## src/rtl/osd_pkg.sv

```systemverilog
package osd_pkg;

   localparam logic [6:0] CODE_FIRST = 7'h20;
   localparam logic [6:0] CODE_LAST  = 7'h5F;
   localparam int         FONT_W     = 5;
   localparam int         FONT_H     = 7;

   // Built-in computed font: one 5-bit row per (glyph index, row)
   function automatic logic [FONT_W-1:0] glyph_row(input logic [5:0] g, input logic [2:0] r);
      logic [9:0] t;
      t = 10'(g) * 10'd11 + 10'(r) * 10'd7 + 10'd3;
      return t[4:0] ^ g[5:1];
   endfunction

endpackage

```

## src/rtl/osd_vram.sv

```systemverilog
module osd_vram #(
   parameter int DW    = 8,
   parameter int DEPTH = 256,
   parameter int AW    = $clog2(DEPTH)
) (
   input  logic          clk,
   input  logic          we,
   input  logic [AW-1:0] waddr,
   input  logic [DW-1:0] wdata,
   input  logic [AW-1:0] raddr,
   output logic [DW-1:0] rdata
);

   logic [DW-1:0] mem [DEPTH];

   // Read-before-write: a read in the write cycle returns the old word
   always_ff @(posedge clk) begin
      if (we) mem[waddr] <= wdata;
      rdata <= mem[raddr];
   end

endmodule

```

## src/rtl/osd_glyph_rom.sv

```systemverilog
module osd_glyph_rom #(
   parameter int GLYPH_W = 5,
   parameter int GLYPH_H = 7,
   parameter int SYW     = 3
) (
   input  logic               clk,
   input  logic [7:0]         code,
   input  logic [SYW-1:0]     row,
   output logic [GLYPH_W-1:0] bits,
   output logic               known
);

   logic [6:0] idx7;
   logic       in_set;
   logic       row_ok;

   always_comb begin
      idx7   = code[6:0] - osd_pkg::CODE_FIRST;
      in_set = (code[6:0] >= osd_pkg::CODE_FIRST) && (code[6:0] <= osd_pkg::CODE_LAST);
      row_ok = int'(row) < GLYPH_H;
   end

   always_ff @(posedge clk) begin
      bits  <= row_ok ? osd_pkg::glyph_row(idx7[5:0], 3'(row)) : '0;
      known <= in_set;
   end

endmodule

```

## src/rtl/osd_mixer.sv

```systemverilog
module osd_mixer #(
   parameter int CW          = 8,
   parameter int SHADE_SHIFT = 1,
   parameter bit TRANSLUCENT = 1'b1
) (
   input  logic            clk,
   input  logic            rst_n,
   input  logic            act,
   input  logic            fg,
   input  logic [3*CW-1:0] prim,
   output logic [3*CW-1:0] mixed
);

   localparam int NCH = 3;

   logic [CW-1:0] nxt [NCH];

   for (genvar ch = 0; ch < NCH; ch++) begin : g_ch
      logic [CW-1:0] comp;
      logic [CW-1:0] base;
      assign comp = prim[ch*CW +: CW];
      if (TRANSLUCENT) begin : g_shade
         assign base = comp >> SHADE_SHIFT;
      end else begin : g_opaque
         assign base = '0;
      end
      assign nxt[ch] = !act ? comp : (fg ? {CW{1'b1}} : base);
   end

   always_ff @(posedge clk or negedge rst_n) begin
      if (!rst_n) mixed <= '0;
      else        mixed <= {nxt[2], nxt[1], nxt[0]};
   end

endmodule

```

## src/rtl/osd_overlay.sv

```systemverilog
module osd_overlay #(
   parameter int CW          = 8,
   parameter int COLS        = 32,
   parameter int ROWS        = 8,
   parameter int CELL_W      = 6,
   parameter int CELL_H      = 8,
   parameter int GLYPH_W     = 5,
   parameter int GLYPH_H     = 7,
   parameter int XW          = 8,
   parameter int YW          = 7,
   parameter int SHADE_SHIFT = 1,
   parameter bit TRANSLUCENT = 1'b1,
   localparam int AW         = $clog2(COLS * ROWS)
) (
   input  logic          clk,
   input  logic          rst_n,
   input  logic          cpu_we,
   input  logic [AW-1:0] cpu_addr,
   input  logic [7:0]    cpu_data,
   input  logic [XW-1:0] pix_x,
   input  logic [YW-1:0] pix_y,
   input  logic          ovl_en,
   input  logic [CW-1:0] prim_r,
   input  logic [CW-1:0] prim_g,
   input  logic [CW-1:0] prim_b,
   output logic [CW-1:0] ovl_r,
   output logic [CW-1:0] ovl_g,
   output logic [CW-1:0] ovl_b
);

   localparam int DEPTH = COLS * ROWS;
   localparam int TXT_W = COLS * CELL_W;
   localparam int TXT_H = ROWS * CELL_H;
   localparam int SXW   = $clog2(CELL_W);
   localparam int SYW   = $clog2(CELL_H);

   if (CELL_W <= GLYPH_W || CELL_H <= GLYPH_H) begin : g_bad_cell
      $error("cell must be larger than glyph to leave padding");
   end
   if (GLYPH_W != osd_pkg::FONT_W || GLYPH_H > osd_pkg::FONT_H || CELL_H > 8) begin : g_bad_font
      $error("built-in font supports 5-wide glyphs up to 7 rows");
   end
   if (XW < $clog2(TXT_W) || YW < $clog2(TXT_H)) begin : g_bad_coord
      $error("coordinate ports too narrow for text area");
   end
   if (SHADE_SHIFT < 1 || SHADE_SHIFT >= CW) begin : g_bad_shade
      $error("shade shift must be between 1 and CW-1");
   end

   // Stage 0: cell decode and character-memory address
   logic          inside0;
   logic [SXW-1:0] sx0;
   logic [SYW-1:0] sy0;
   logic [AW-1:0] rd_addr0;

   always_comb begin
      inside0  = (int'(pix_x) < TXT_W) && (int'(pix_y) < TXT_H);
      sx0      = SXW'(int'(pix_x) % CELL_W);
      sy0      = SYW'(int'(pix_y) % CELL_H);
      rd_addr0 = AW'((int'(pix_y) / CELL_H) * COLS + int'(pix_x) / CELL_W);
   end

   logic [7:0] code1;

   osd_vram #(.DW(8), .DEPTH(DEPTH), .AW(AW)) u_vram (
      .clk   (clk),
      .we    (cpu_we),
      .waddr (cpu_addr),
      .wdata (cpu_data),
      .raddr (rd_addr0),
      .rdata (code1)
   );

   // Stage 1: code available
   logic            act1;
   logic [SXW-1:0]  sx1;
   logic [SYW-1:0]  sy1;
   logic [3*CW-1:0] prim1;

   always_ff @(posedge clk or negedge rst_n) begin
      if (!rst_n) begin
         act1  <= 1'b0;
         sx1   <= '0;
         sy1   <= '0;
         prim1 <= '0;
      end else begin
         act1  <= ovl_en & inside0;
         sx1   <= sx0;
         sy1   <= sy0;
         prim1 <= {prim_r, prim_g, prim_b};
      end
   end

   logic [GLYPH_W-1:0] bits2;
   logic               known2;

   osd_glyph_rom #(.GLYPH_W(GLYPH_W), .GLYPH_H(GLYPH_H), .SYW(SYW)) u_rom (
      .clk   (clk),
      .code  (code1),
      .row   (sy1),
      .bits  (bits2),
      .known (known2)
   );

   // Stage 2: glyph row available
   logic            act2;
   logic            inv2;
   logic [SXW-1:0]  sx2;
   logic [SYW-1:0]  sy2;
   logic [3*CW-1:0] prim2;

   always_ff @(posedge clk or negedge rst_n) begin
      if (!rst_n) begin
         act2  <= 1'b0;
         inv2  <= 1'b0;
         sx2   <= '0;
         sy2   <= '0;
         prim2 <= '0;
      end else begin
         act2  <= act1;
         inv2  <= code1[7];
         sx2   <= sx1;
         sy2   <= sy1;
         prim2 <= prim1;
      end
   end

   logic [GLYPH_W-1:0] aligned2;
   logic               hit2;
   logic               fg2;

   always_comb begin
      aligned2 = bits2 << sx2;
      hit2     = known2 && (int'(sx2) < GLYPH_W) && (int'(sy2) < GLYPH_H)
                 && aligned2[GLYPH_W-1];
      fg2      = hit2 ^ inv2;
   end

   logic [3*CW-1:0] mixed3;

   osd_mixer #(.CW(CW), .SHADE_SHIFT(SHADE_SHIFT), .TRANSLUCENT(TRANSLUCENT)) u_mix (
      .clk   (clk),
      .rst_n (rst_n),
      .act   (act2),
      .fg    (fg2),
      .prim  (prim2),
      .mixed (mixed3)
   );

   assign ovl_r = mixed3[3*CW-1:2*CW];
   assign ovl_g = mixed3[2*CW-1:CW];
   assign ovl_b = mixed3[CW-1:0];

endmodule

```

## config.mk

```make
export PLATFORM = sky130hd
export DESIGN_NAME = osd_overlay
export DESIGN_NICKNAME = d
export VERILOG_FILES = /design/src/rtl/osd_pkg.sv /design/src/rtl/osd_vram.sv /design/src/rtl/osd_glyph_rom.sv /design/src/rtl/osd_mixer.sv /design/src/rtl/osd_overlay.sv
export SDC_FILE = /design/constraint.sdc
export NUM_CORES = 2
export LEC_CHECK = 0
export BUFFER_PORTS_ARGS = -buffer_cell sky130_fd_sc_hd__buf_2
export CAP_MARGIN = 20
export CELL_PAD_IN_SITES_DETAIL_PLACEMENT = 1
export CELL_PAD_IN_SITES_GLOBAL_PLACEMENT = 1
export CORE_MARGIN = 8
export CORE_UTILIZATION = 30
export DETAILED_ROUTE_END_ITERATION = 16
export PLACE_DENSITY = 0.56
export SLEW_MARGIN = 20
export SYNTH_ARGS = -nofsm -noshare
export SYNTH_HDL_FRONTEND = slang
export SYNTH_HIERARCHICAL = 1
export SYNTH_SLANG_ARGS = --single-unit
```

## constraint.sdc

```tcl
create_clock -name clk -period 3.1 [get_ports clk]
set_clock_uncertainty 0.05 [all_clocks]
set_input_delay 0.465 -clock clk [delete_from_list [all_inputs] [get_ports clk]]
set_output_delay 0.465 -clock clk [all_outputs]
set_load 0.01 [all_outputs]
```

==> key figures <==
Status
  – Outcome: finished, violations left
  – Failing checks: negative setup slack

Die
  – Core Rows: 193
  – Die ar.: 295000 um^2
  – Die width: 543 um
  – Starting density of the core: 0.302
  – Die Y: 543 um
  – Ports: 83
  – Core Region: 276000 um^2

Worst setup path
  – CP Max Fanout: 8
  – Worst Reg-to-Reg Cells: 9
  – CP Cell Sequence: buf_8, ha_4, nand2b_4, a2111oi_4, or2_4, nor3_2, o31ai_1, nand4_1, buf_6, buf_16, buf_16, buf_16, buf_6, mux4_2, mux4_2, nor2b_4, nor4_4, buf_4, nor4_2
  – Critical path's slowest cell: mux4_2
  – Most used cell, CP: buf_16
  – Critical Path Sink Type: flip-flop
  – CP Launch Type: input port
  – Worst path max stage delay: 0.54 ns
  – Worst path required time: 3.78 ns
  – Reg2reg setup slack: -0.06 ns
  – Crit Path Category: input port to flip-flop
  – Reg-to-reg endpoint: u_rom/bits[4]
  – R2r startpoint: sy1[2]
  – Crit path DAT: 4.51 ns
  – Critical path startpoint: pix_x[6]

Drt
  – Wire per inst: 27.2 um
  – Number of nets with antenna violations after routing: 0
  – Pre-Repair DR Iteration Count: 5
  – Total number of vias: 43576
  – Routed vias/inst: 4.97
  – DRC Markers: 0
  – Initial DRC count: 4199
  – Detailed Route WL: 239000 um

CTS
  – Clk root buf: clkbuf_16
  – H-tree Lvls: 4
  – CTS tree: done
  – Clock sink total: 2149
  – Clk_lat worst skew: 0.86 ns
  – Clock buffer count from CTS: 223
  – Clock-pin slew on the worst setup and hold paths: 0.06 ns
  – Clock Path Buffers: 3

Global routing
  – First-pass GRT wire length: 341000 um
  – Vias in the first global route: 46266
  – Gr usage total: 0.158
  – GRT overflow: 0
  – Initial antenna violation count: 17
  – Largest net degree at the start of global routing: 88

Pwr
  – Max VDD drop: 0.600 mV
  – PwrDens: 669 nW/um^2
  – Leak Pwr: 33.7 nW
  – Pwr Total: 0.0688 W

Worst hold path
  – Worst min-delay path category: input port to flip-flop
  – Hold Path Stages: 1
  – Hold Path End: u_vram/mem[224][4]
  – Min-Delay Startpoint: cpu_data[4]

Yosys
  – XOR/XNOR Fraction of Synth Area: 0.00231
  – Syn_area_per_cell: 20.8 um^2
  – Post-synthesis sequential area ratio: 0.767
  – Post-synthesis async set-or-reset flop share: 0.0405
  – Mapped Cells: 4009
  – Largest family of logic cells by synthesized area: multiplexers
  – Compound-Gate Fraction of Synth Area: 0.0390
  – Syn_nets: 4088
  – Distinct cell type count after synthesis: 86
  – Post-synth EDFFs: 2048
  – Post-Synth Simple-Gate Area: 0.0284
  – Synth warn: 6
  – Seq cells post-synth: 2149
  – Post-synthesis adder-cell area fraction: 0.00354
  – Ys flop type: edfxtp_1
  – Post-Syn Area: 83400 um^2
  – Multiplexer share of the synthesized area: 0.140

Placement
  – Placer Congestion: 0.806
  – DP HPWL: 154000 um
  – Placed cell count: 8254
  – Port bufs: 82

Job
  – Max Cap Viol: 0

STA
  – Achievable frequency: 261 MHz
  – RSZ-0062 raised after global routing: true
  – Final hold violation count: 0
  – Setup_tns: -5.57 ns
  – Worst-Margin Slew: 0.804 ns
  – Final Cycle Share: 1.23
  – Headroom to the max-slew limit: 0.462
  – Final Slew Violations: 0
  – # setup viols final: 9
  – Final worst setup slack: -0.728 ns
  – Fin crit period: 3.83 ns

Final layout
  – Commonest non-fill, non-tap cells in the layout: 2048 x edfxtp_1, 645 x buf_4, 456 x mux4_2
  – Final nets: 4945
  – Area Growth Syn to Fin: 23.4%
  – Commonest non-fill, non-tap cell in the layout: edfxtp_1
  – Non-filler cells, final: 8766
  – Layout cells sized above 1: 0.358
cells by family after synthesis:
logic type / count (synthesis)
flip-flops: 2149
adder cells (fa/ha/maj): 20
multiplexers: 594
AND/OR/NAND/NOR: 511
AO/OA/AOI/OAI: 449
buffers and inverters: 268
XOR/XNOR: 18
repair_timing:
action                                  in CTS  in global routing
endpoints found under the hold margin      190                  0
hold buffers                                36                  0
pin swaps                                   54                 40
cloned                                       9                  2
gates resized for setup                    186                 72
buffers inserted                            47                 11
endpoints found under the setup margin      11                 11
flip-flops by register name (all words and copies together), names as in the netlist, 5 cells and up:
register,cells
u_rom/bits,5
u_vram/mem,2048
prim2,24
prim1,24
u_vram/rdata,8
u_mix/mixed,24
Yosys cell counts (4+ instances only):
cell type	instances	share of area
edfxtp_1	2048	0.74
mux4_2	455	0.12
nor2_1	291	0.013
a22oi_1	135	0.012
mux2i_1	135	0.016
clkbuf_1	114	0.0051
a21oi_1	106	0.0064
dfrtp_1	87	0.026
o221ai_1	47	0.0049
nand2_1	39	0.0018
nand3_1	38	0.0023
buf_2	35	0.0021
nor2b_1	33	0.0025
o22ai_1	29	0.0022
buf_4	28	0.0025
nor3_1	28	0.0017
buf_6	26	0.0035
o22a_1	25	0.0026
nor4_1	24	0.0018
buf_1	23	0.0010
o21ai_0	21	0.0013
inv_1	19	0.00086
a211oi_1	16	0.0014
dfxtp_1	14	0.0034
ha_1	14	0.0021
a221oi_1	13	0.0014
buf_8	13	0.0023
nand4_1	12	0.00090
o211ai_1	10	0.00090
xnor2_1	10	0.0011
nand2b_1	9	0.00068
a22o_1	8	0.00084
buf_12	8	0.0019
and2_1	7	0.00053
fa_1	6	0.0014
o32ai_1	5	0.00053
xor2_1	5	0.00053
or2_2	4	0.00030
power by group:
part | switching (W) | total, W | internal [W]
clock network | 0.0114 | 0.0269 | 0.0155
registers | 0.000183 | 0.0322 | 0.0320
logic | 0.00511 | 0.00973 | 0.00462
area by class of cell:
type,count,area (um^2)
diodes,9,22.5
clock inverters,137,1460
clock buffers,274,5880
repair buffers,879,7990
fillers,26959,174000
flip-flops and latches,2149,64000
multi-input cells,1592,18900
well taps,3705,4640
inverters,21,81.3
how the worst max path moves through the flow:
stage | cells after the start | slack (ns) | to
3_5_place_dp | 19 | -2.48 | u_vram/rdata[1]
4_1_cts | 18 | -0.68 | u_vram/rdata[7]
2_1_floorplan | 18 | -0.97 | u_vram/rdata[2]
5_1_grt | 21 | -0.85 | u_vram/rdata[5]
6_report | 19 | -0.73 | u_vram/rdata[7]
3_3_place_gp | 20 | -3.17 | u_vram/rdata[2]
metrics by stage:
| stage | area, um^2 | worst slack (ns) | hold WS, ns | utilization |
|---|---|---|---|---|
| 5_1_grt | 103000 | -0.847 | 0.0136 | 0.372 |
| 6_report | 103000 | -0.728 | 0.0608 | 0.372 |
| 3_3_place_gp | 93100 | -3.17 | 0.283 | 0.337 |
| 4_1_cts | 102000 | -0.677 | 0.0209 | 0.370 |
| 2_1_floorplan | 83600 | -0.966 | 0.119 | - |
| 3_5_place_dp | 93200 | -2.48 | 0.286 | 0.337 |
worst max-delay path: cells and delay by family:
family / cells / cell delay (ns)
buffers and inverters: 7 / 1.08
AND/OR/NAND/NOR: 7 / 1.05
multiplexers: 2 / 0.98
AO/OA/AOI/OAI: 2 / 0.62
adder cells (fa/ha/maj): 1 / 0.24
metal layers:
metal | track usage | up-vias | part of all wire
li1 | - | 18402 | -
met1 | 0.217 | 23535 | 0.44
met2 | 0.255 | 1307 | 0.47
met3 | 0.0331 | 332 | 0.065
met4 | 0.0459 | 0 | 0.028
met5 | 0 | - | 0
No activity file was read; power rests on OpenSTA's default activity.
